File: src/rtl/fbq_pkg.sv
package fbq_pkg;
  localparam int FOLD = 4;
  localparam int PH_W = $clog2(FOLD);

  typedef enum logic [1:0] {
    COEF_FWD1 = 2'd0,
    COEF_FWD2 = 2'd1,
    COEF_FBK2 = 2'd2,
    COEF_FBK1 = 2'd3
  } coef_sel_e;

  typedef struct packed {
    logic      addTakeIn;   // adder operand A from sampleIn instead of adder feedback
    coef_sel_e coefSel;     // coefficient fed to the multiplier
    logic      mulTakeOld;  // multiplier operand from older state register
    logic      stateShift;  // advance the two-entry state
    logic      outCapture;  // load the output register
  } fbq_ctrl_t;
endpackage

File: src/rtl/fbq_ctrl.sv
module fbq_ctrl
  import fbq_pkg::*;
(
  input  logic      clk,
  input  logic      rstN,
  output fbq_ctrl_t strobes,
  output logic      inReady,
  output logic      outValid
);
  logic [PH_W-1:0] phase;
  logic            primed;

  always_ff @(posedge clk) begin
    if (!rstN) begin
      phase    <= '0;
      primed   <= 1'b0;
      outValid <= 1'b0;
    end else begin
      phase    <= phase + 1'b1;
      if (phase == PH_W'(FOLD - 1)) primed <= 1'b1;
      outValid <= strobes.outCapture;
    end
  end

  // Schedule: adder  ph0 x+FBK2*w2, ph1 +FBK1*w1 -> w, ph2 w+FWD1*w1, ph3 +FWD2*w2 -> y
  //           mult   ph0 FWD1*w1, ph1 FWD2*w2, ph2 FBK2*w1(next), ph3 FBK1*w(new)
  always_comb begin
    strobes = '0;
    unique case (phase)
      2'd0: begin
        strobes.addTakeIn  = 1'b1;
        strobes.coefSel    = COEF_FWD1;
        strobes.outCapture = primed;
      end
      2'd1: begin
        strobes.coefSel    = COEF_FWD2;
        strobes.mulTakeOld = 1'b1;
      end
      2'd2: begin
        strobes.coefSel    = COEF_FBK2;
        strobes.stateShift = 1'b1;
      end
      default: begin
        strobes.coefSel    = COEF_FBK1;
      end
    endcase
  end

  assign inReady = (phase == '0);
endmodule

File: src/rtl/fbq_datapath.sv
module fbq_datapath
  import fbq_pkg::*;
#(
  parameter int DATA_W = 16,
  parameter int FRAC   = 15,
  parameter logic signed [DATA_W-1:0] FBK1 = 16'sd16384,
  parameter logic signed [DATA_W-1:0] FBK2 = -16'sd8192,
  parameter logic signed [DATA_W-1:0] FWD1 = 16'sd24576,
  parameter logic signed [DATA_W-1:0] FWD2 = 16'sd8192
) (
  input  logic                     clk,
  input  logic                     rstN,
  input  fbq_ctrl_t                strobes,
  input  logic signed [DATA_W-1:0] sampleIn,
  output logic signed [DATA_W-1:0] sampleOut
);
  localparam int PROD_W = 2 * DATA_W;

  logic signed [DATA_W-1:0] addOut, multOut, stateNew, stateOld;
  logic signed [DATA_W-1:0] addA, coefVal, mulOpnd;
  logic signed [PROD_W-1:0] prodReg, coefExt, opndExt;

  always_comb begin
    unique case (strobes.coefSel)
      COEF_FWD1: coefVal = FWD1;
      COEF_FWD2: coefVal = FWD2;
      COEF_FBK2: coefVal = FBK2;
      default:   coefVal = FBK1;
    endcase
  end

  assign addA    = strobes.addTakeIn  ? sampleIn : addOut;
  assign mulOpnd = strobes.mulTakeOld ? stateOld : stateNew;
  assign coefExt = PROD_W'(coefVal);
  assign opndExt = PROD_W'(mulOpnd);

  always_ff @(posedge clk) begin
    if (!rstN) begin
      addOut    <= '0;
      prodReg   <= '0;
      multOut   <= '0;
      stateNew  <= '0;
      stateOld  <= '0;
      sampleOut <= '0;
    end else begin
      addOut  <= addA + multOut;
      prodReg <= coefExt * opndExt;
      multOut <= DATA_W'(prodReg >>> FRAC);
      if (strobes.stateShift) begin
        stateOld <= stateNew;
        stateNew <= addOut;
      end
      if (strobes.outCapture) sampleOut <= addOut;
    end
  end
endmodule

File: src/rtl/folded_biquad.sv
module folded_biquad
  import fbq_pkg::*;
#(
  parameter int DATA_W = 16,
  parameter int FRAC   = 15,
  parameter logic signed [DATA_W-1:0] FBK1 = 16'sd16384,
  parameter logic signed [DATA_W-1:0] FBK2 = -16'sd8192,
  parameter logic signed [DATA_W-1:0] FWD1 = 16'sd24576,
  parameter logic signed [DATA_W-1:0] FWD2 = 16'sd8192
) (
  input  logic                     clk,
  input  logic                     rstN,
  input  logic signed [DATA_W-1:0] sampleIn,
  output logic                     inReady,
  output logic signed [DATA_W-1:0] sampleOut,
  output logic                     outValid
);
  fbq_ctrl_t strobes;

  fbq_ctrl ctrl_i (
    .clk(clk), .rstN(rstN), .strobes(strobes),
    .inReady(inReady), .outValid(outValid)
  );

  fbq_datapath #(
    .DATA_W(DATA_W), .FRAC(FRAC),
    .FBK1(FBK1), .FBK2(FBK2), .FWD1(FWD1), .FWD2(FWD2)
  ) dp_i (
    .clk(clk), .rstN(rstN), .strobes(strobes),
    .sampleIn(sampleIn), .sampleOut(sampleOut)
  );
endmodule

File: config.mk
export PLATFORM = sky130hd
export DESIGN_NAME = folded_biquad
export DESIGN_NICKNAME = d
export VERILOG_FILES = /design/src/rtl/fbq_pkg.sv /design/src/rtl/fbq_ctrl.sv /design/src/rtl/fbq_datapath.sv /design/src/rtl/folded_biquad.sv
export SDC_FILE = /design/constraint.sdc
export NUM_CORES = 1
export LEC_CHECK = 0
export ABC_AREA = 1
export ABC_CLOCK_PERIOD_IN_PS = 13900
export BUFFER_PORTS_ARGS = -buffer_cell sky130_fd_sc_hd__buf_2
export CAP_MARGIN = 5
export CORE_MARGIN = 1
export CORE_UTILIZATION = 34
export DETAILED_ROUTE_END_ITERATION = 16
export PLACE_DENSITY = 0.46
export SYNTH_ARGS = -nofsm -noshare
export SYNTH_HDL_FRONTEND = slang
export SYNTH_SLANG_ARGS = --single-unit
File: constraint.sdc
create_clock -name clk -period 13.9 [get_ports clk]
set_input_delay 1.39 -clock clk [delete_from_list [all_inputs] [get_ports clk]]
set_output_delay 1.39 -clock clk [all_outputs]
set_load 0.02 [all_outputs]
==> metrics.md, run 1 <==
| Metric | Value |
|---|---|
| Drt first pass iters | `4` |
| Iter 0 DRT Violations | `360` |
| H-tree Lvls | `3` |
| ANT cells | `0` |
| Top Family by Delay on Critical Path | `adder cells` |
| TritonCTS clock tree | `done` |
| Dpl cell area | `8430 sq um` |
| Cts bufs inserted | `9` |
| Die width | `155 um` |
| Main flop type after synthesis | `dfxtp_1` |
| Slowest CP cell | `fa_1` |
| Setup violators final | `0` |
| Yosys warning total | `0` |
| Dpl hpwl | `14600 um` |
| Crit path capture type | `flip-flop` |
| Top-count cell post-synth | `inv_1` |
| Fin area | `8750 sq um` |
| VDD IR max | `0.0000676 V` |
| Yosys reg bits | `100` |
| Initial antenna violation count | `0` |
| DIE AREA | `24100 sq um` |
| Mapped Cells | `1030` |
| Final Critical Period | `6.90 ns` |
| Final hold slack | `0.401 ns` |
| I/O pin count | `36` |
| Final slew viol count | `0` |
| Post-synth EDFFs | `0` |
| Routability congestion estimate from global placement | `0.795` |
| Fraction of registers with async set/reset | `0%` |
| Power Density | `117 nW/um^2` |
| Cts hold-fix bufs | `0` |
| Min-Delay Path Class | `reg -> reg` |
| Layout area overhead | `9.76%` |
| Worst slew margin | `38.1%` |
| Total number of vias | `6153` |
| Mapped cell area | `7980 sq um` |
| Largest net degree at the start of global routing | `93` |
| Global route overflow | `0` |
| TNS Setup | `0 ns` |
| Crit path max fanout | `26` |
| Worst-margin pin slew | `0.929 ns` |
| Clock Skew | `0.0118 ns` |
| Vias in the first global route | `6013` |
| PortBufs | `35` |
| Max incr delay on CP | `0.91 ns` |
| Layout cells sized above 1 | `6.65%` |
| Maxcap violations | `0` |
| Commonest cells in the netlist | `inv_1 (221), nand2_1 (158), dfxtp_1 (100)` |
| Die Height | `155 um` |
| Post-synth net total | `1205` |
| Post-route ant nets | `0` |
| Area leader, netlist | `dfxtp_1` |
| Setup Buffers After CTS | `0` |
| Post-cts sizing count | `0` |
| Clock root buffer master | `clkbuf_16` |
| Yosys cell types | `36` |
| Max Fclk | `145 MHz` |
| Avg WL per Cell | `13.4 um` |
| Post-synthesis sequential area ratio | `25.1%` |
| CP arrival | `7.15 ns` |
| Initial Utilization | `34.9%` |
| Syn avg cell area | `7.74 sq um` |
| Tcrit/Tclk final | `49.7%` |
| Routed WL | `18300 um` |
| Reg clk slew, reported paths | `0.07 ns` |
| Clk Latency, worst-skew pair | `0.35 ns` |
| All-Layer GR Usage | `16.6%` |
| First-pass GRT wire length | `30900 um` |
| Setup crit start kind | `flip-flop` |
| CP Data Required Time | `14.14 ns` |
| Leak pwr | `4.54 nW` |
| NumNets Final | `1224` |
| Top cell type's share of synthesized area | `25.1%` |
| Drt drc | `0` |
| Overall power | `1.02 mW` |
| Maximum buffer depth of the clock tree | `2` |
| Final Hold Fails | `0` |
| Buf+Inv Stages, Crit Path | `5` |
| Vias per cell | `4.50` |
| RSZ-0062 raised after global routing | `no` |
| Status | `finished, final reports clean` |
| Synth top area cells | `dfxtp_1 (25%), fa_1 (19%), ha_1 (13%)` |
| Crit path kind | `reg -> reg` |
| # clock sinks | `100` |
| Site row count | `55` |
| Area of the core | `22800 sq um` |
logic make-up (layout without fill, tap and decap cells):
logic type      Yosys count  after routing  synth area share [%]
flops                   100            100                  25.1
simple gates            284            284                  14.4
xor+xnor                 17             17                  1.87
fa+ha+maj               157            157                  31.9
mux                       4              4                 0.502
buf+inv                 256            279                  12.4
compound gates          212            212                  13.9
per-layer routing:
metal	GRT usage (%)	share of wire, %
met1	22.9	51
met2	27.5	46
met3	2.48	2.4
met4	3.39	0.67
met5	0	0
tightest hold or removal path, delay by kind of cell (launching register included):
family,cells,cell delay (ns)
flops,1,0.30
simple gates,1,0.05
buf+inv,1,0.04
layout make-up:
type / count / area (sq um)
Fill cell: 2462 / 14100
Multi-Input combinational cell: 674 / 4990
Sequential cell: 100 / 2000
Inverter: 226 / 848
Tap cell: 313 / 392
Clock buffer: 11 / 253
Timing Repair Buffer: 38 / 198
Clock inverter: 4 / 72.6
power breakdown:
part | total [mW] | switching (mW) | internal, mW
registers | 0.351 | 0.0181 | 0.333
logic | 0.395 | 0.257 | 0.138
clock network | 0.274 | 0.108 | 0.166
stage by stage:
stage | utilization, % | instances | setup slack (ns)
after global placement | 36.9 | 1351 | 7.03
after detailed placement | 36.9 | 1351 | 7.01
after global routing | 38.3 | 1366 | 6.25
after floorplan | - | 1030 | 8.05
after CTS | 38.3 | 1366 | 6.99
final | 38.3 | 1366 | 7.00
placed cells by master (no fill, tap or decap):
cell / instances
nor4_1: 1
a21boi_0: 1
ha_2: 1
bufinv_16: 2
o21bai_1: 2
nand3_2: 3
xnor2_1: 10
clkbuf_16: 9
o21ai_2: 2
nand3b_1: 2
clkinv_2: 1
a21oi_1: 98
nor2_2: 1
o2111ai_1: 1
nor3_1: 1
inv_2: 4
o21ai_0: 95
nand3_1: 28
fa_1: 77
clkinvlp_4: 1
buf_2: 35
dfxtp_1: 100
inv_1: 221
o31ai_1: 1
ha_1: 79
a31o_2: 1
mux2i_1: 4
a31oi_1: 2
a21boi_2: 1
clkinv_1: 1
xor2_1: 7
nand2_2: 3
nor2_1: 86
o21a_1: 6
buf_4: 3
and2_4: 1
clkbuf_8: 2
nand2_1: 158
o21ai_1: 2
sequential cells by signal, summed over array words and instances, names as in the netlist:
name             flops
dp_i.stateNew       16
dp_i.addOut         16
ctrl_i.phase         2
ctrl_i.primed        1
dp_i.sampleOut      16
dp_i.prodReg        16
ctrl_i.outValid      1
dp_i.multOut        16
dp_i.stateOld       16
path summary, 6_finish.rpt:
check | start | to | slack (ns) | depth (start not counted)
max | ctrl_i.phase[0]$_SDFF_PN0_ | dp_i.prodReg[30]$_SDFF_PN0_ | 7.00 | 26
min | dp_i.prodReg[19]$_SDFF_PN0_ | dp_i.multOut[4]$_SDFF_PN0_ | 0.40 | 2
max reg2reg | ctrl_i.phase[0]$_SDFF_PN0_ | dp_i.prodReg[30]$_SDFF_PN0_ | 7.00 | 26
min reg2reg | dp_i.prodReg[19]$_SDFF_PN0_ | dp_i.multOut[4]$_SDFF_PN0_ | 0.40 | 2
Note: power is estimated with default switching activity, not from simulation.
==> run 2: changes to the inputs <==
--- a/config.mk
+++ b/config.mk
@@ -6,7 +6,7 @@
 export NUM_CORES = 1
 export LEC_CHECK = 0
 export ABC_AREA = 1
-export ABC_CLOCK_PERIOD_IN_PS = 13900
+export ABC_CLOCK_PERIOD_IN_PS = 6640
 export BUFFER_PORTS_ARGS = -buffer_cell sky130_fd_sc_hd__buf_2
 export CAP_MARGIN = 5
 export CORE_MARGIN = 1
==> constraint.sdc (replaced) <==
create_clock -name clk -period 6.64 [get_ports clk]
set_input_delay 0.664 -clock clk [delete_from_list [all_inputs] [get_ports clk]]
set_output_delay 0.664 -clock clk [all_outputs]
set_load 0.02 [all_outputs]
==> metrics.md, run 2 (same netlist as run 1, synthesis figures left out) <==
| Metric | Value |
|---|---|
| Avg WL per Cell | `14.1 um (+5.5%)` |
| Crit path kind | `reg -> reg` |
| Most frequent cells in the layout | `inv_1 (221), nand2_1 (158), dfxtp_1 (100), a21oi_1 (98), o21ai_0 (94)` |
| Cts bufs inserted | `9 (unchanged)` |
| Initial antenna violation count | `0 (unchanged)` |
| H-tree Lvls | `3 (unchanged)` |
| Routed WL | `19400 um (+6.3%)` |
| Comb pwr share | `40.3% (+1.6 points)` |
| I/O pin count | `36 (unchanged)` |
| Final Critical Period | `6.30 ns (-0.606 ns)` |
| Setup crit start kind | `flip-flop` |
| Leak pwr | `4.57 nW (+0.69%)` |
| Iter 0 DRT Violations | `294 (-18%)` |
| FILL cells | `2460 (-0.081%)` |
| Hold depth | `2 (unchanged)` |
| Vias in the first global route | `5971 (-0.70%)` |
| NumNets Final | `1233 (+0.74%)` |
| Power Density | `240 nW/um^2 (+110%)` |
| Drt first pass iters | `4 (unchanged)` |
| Register-to-register path setup slack | `0.34 ns (-6.65 ns)` |
| Maximum buffer depth of the clock tree | `2 (unchanged)` |
| VDD IR max | `0.000118 V (+74%)` |
| Routability congestion estimate from global placement | `0.838 (+5.4%)` |
| Clock Skew | `0.0111 ns (-0.000664 ns)` |
| DIE AREA | `24100 sq um (unchanged)` |
| First-pass GRT wire length | `31800 um (+3.0%)` |
| Min-Delay Path Class | `reg -> reg` |
| Global route overflow | `0 (unchanged)` |
| Crit path capture type | `flip-flop` |
| R2r startpoint | `ctrl_i.phase[1]$_SDFF_PN0_` |
| Largest net degree at the start of global routing | `93 (unchanged)` |
| Buf+Inv Stages, Crit Path | `9 (+4)` |
| Cts hold-fix bufs | `0 (unchanged)` |
| Drt drc | `0 (unchanged)` |
| Die width | `155 um (unchanged)` |
| RSZ-0062 raised after global routing | `no` |
| Vias per cell | `4.46 (-0.94%)` |
| Layout area overhead | `10.3%` |
| TritonCTS clock tree | `done` |
| Most used cell, CP | `inv_1` |
| Max incr delay on CP | `0.56 ns (-0.35 ns)` |
| TNS Setup | `0 ns (unchanged)` |
| Reg clk slew, reported paths | `0.08 ns (about the same)` |
| Clock root buffer master | `clkbuf_16` |
| Total number of vias | `6140 (-0.21%)` |
| R2r endpoint | `dp_i.prodReg[29]$_SDFF_PN0_` |
| Clock Power Share | `24.9% (-2.0 points)` |
| Max Fclk | `159 MHz (+9.6%)` |
| Dpl hpwl | `15400 um (+5.6%)` |
| Top Family by Delay on Critical Path | `adder cells` |
| PortBufs | `35 (unchanged)` |
| Setup violators final | `0 (unchanged)` |
| Final Hold Fails | `0 (unchanged)` |
| Worst-margin pin slew | `0.906 ns (-0.0232 ns)` |
| Layout cells sized above 1 | `7.71% (+1.1 points)` |
| Area of the core | `22800 sq um (unchanged)` |
| ANT cells | `0 (unchanged)` |
| Core Util, Final | `38.5% (+0.20 points)` |
| Die Height | `155 um (unchanged)` |
| Tcrit/Tclk final | `94.8% (+45 points)` |
| CP arrival | `6.55 ns (-0.60 ns)` |
| Crit path max fanout | `11 (-58%)` |
| Flop pwr share | `34.9% (+0.5 points)` |
| Critical path origin | `ctrl_i.phase[1]$_SDFF_PN0_` |
| Post-route ant nets | `0 (unchanged)` |
| Internal Pwr Total | `1.26 mW (+98%)` |
| Site row count | `55 (unchanged)` |
| Maxcap violations | `0 (unchanged)` |
| Reg2reg path depth | `25 (-3.8%)` |
| Final slew viol count | `0 (unchanged)` |
| Setup Buffers After CTS | `0 (unchanged)` |
| Post-cts sizing count | `0 (unchanged)` |
| Net Sw Frac | `40.4% (+2.9 points)` |
| # clock sinks | `100 (unchanged)` |
| Clk Latency, worst-skew pair | `0.36 ns (about the same)` |
| Status | `finished, final reports clean` |
| All-Layer GR Usage | `17.2% (+0.65 points)` |
| Worst setup endpoint | `dp_i.prodReg[29]$_SDFF_PN0_` |
| Sw Pwr | `0.855 mW (+120%)` |
| Commonest non-fill, non-tap cell in the layout | `inv_1` |
| Stages on the worst setup path | `25 (-3.8%)` |
| Slowest CP cell | `fa_1` |
| Worst slew margin | `39.6% (+1.5 points)` |
| Initial Utilization | `34.9% (unchanged)` |
| CP Data Required Time | `6.89 ns (-7.25 ns)` |
## run 2: cell types whose count changed in the layout (fill, tap and decap cells not counted), sizes merged
cell and delta:
inv +4, clkinv +1, clkbuf -2, buf +9, bufinv -2
## run 2: final cells by class
class	instances	area (sq um)	area share, %
well taps	313	392	4.45
repair buffers	47	265	3.01
inverters	226	848	9.64
clock inverters	7	63.8	0.725
clock buffers	9	225	2.56
multi-input cells	674	5000	56.9
flip-flops and latches	100	2000	22.7
## run 2: worst reg2reg max path: cells and delay by family, from the launching register on
kind / cells / cell delay, ns
AOI/OAI and AO/OA: 4 / 0.75
DFF: 1 / 0.39
adders and majority gates: 8 / 3.81
buffers and inverters: 9 / 0.90
and+or+nand+nor: 4 / 0.36
## run 2: metal layers
layer	vias up	GRT usage (%)	share of wire, %
li1	3252	-	-
met1	2805	24.9	53
met2	75	27.3	44
met3	8	2.51	2.5
met4	0	3.25	0.77
met5	-	0	0
## run 2: power groups by stage
stage / sequential (mW) / combinational [mW] / clock, mW
2_1_floorplan: 0.740 / 0.634 / 0
3_3_place_gp: 0.752 / 0.872 / 0
3_5_place_dp: 0.751 / 0.868 / 0
4_1_cts: 0.738 / 0.874 / 0.542
5_1_grt: 0.748 / 1.00 / 0.562
6_report: 0.738 / 0.851 / 0.526
## run 2: per-stage QoR
| stage | setup slack [ns] | hold WS (ns) | std cells | area, sq um | power (mW) |
|---|---|---|---|---|---|
| after global placement | 0.236 | 0.391 | 1360 | 8500 | 1.62 |
| after floorplan | 0.788 | 0.386 | 1030 | 7980 | 1.37 |
| after global routing | 0.0166 | 0.429 | 1376 | 8800 | 2.31 |
| final | 0.344 | 0.403 | 1376 | 8800 | 2.11 |
| after detailed placement | 0.188 | 0.394 | 1360 | 8500 | 1.62 |
| after CTS | 0.157 | 0.405 | 1376 | 8790 | 2.15 |
## run 2: how the worst min path moves through the flow
stage | start | slack (ns) | to
after CTS | dp_i.prodReg[17]$_SDFF_PN0_ | 0.40 | dp_i.multOut[2]$_SDFF_PN0_
after global placement | dp_i.prodReg[16]$_SDFF_PN0_ | 0.39 | dp_i.multOut[1]$_SDFF_PN0_
after floorplan | dp_i.prodReg[16]$_SDFF_PN0_ | 0.39 | dp_i.multOut[1]$_SDFF_PN0_
final | dp_i.prodReg[17]$_SDFF_PN0_ | 0.40 | dp_i.multOut[2]$_SDFF_PN0_
after detailed placement | dp_i.prodReg[16]$_SDFF_PN0_ | 0.39 | dp_i.multOut[1]$_SDFF_PN0_
after global routing | dp_i.prodReg[15]$_SDFF_PN0_ | 0.43 | dp_i.multOut[0]$_SDFF_PN0_
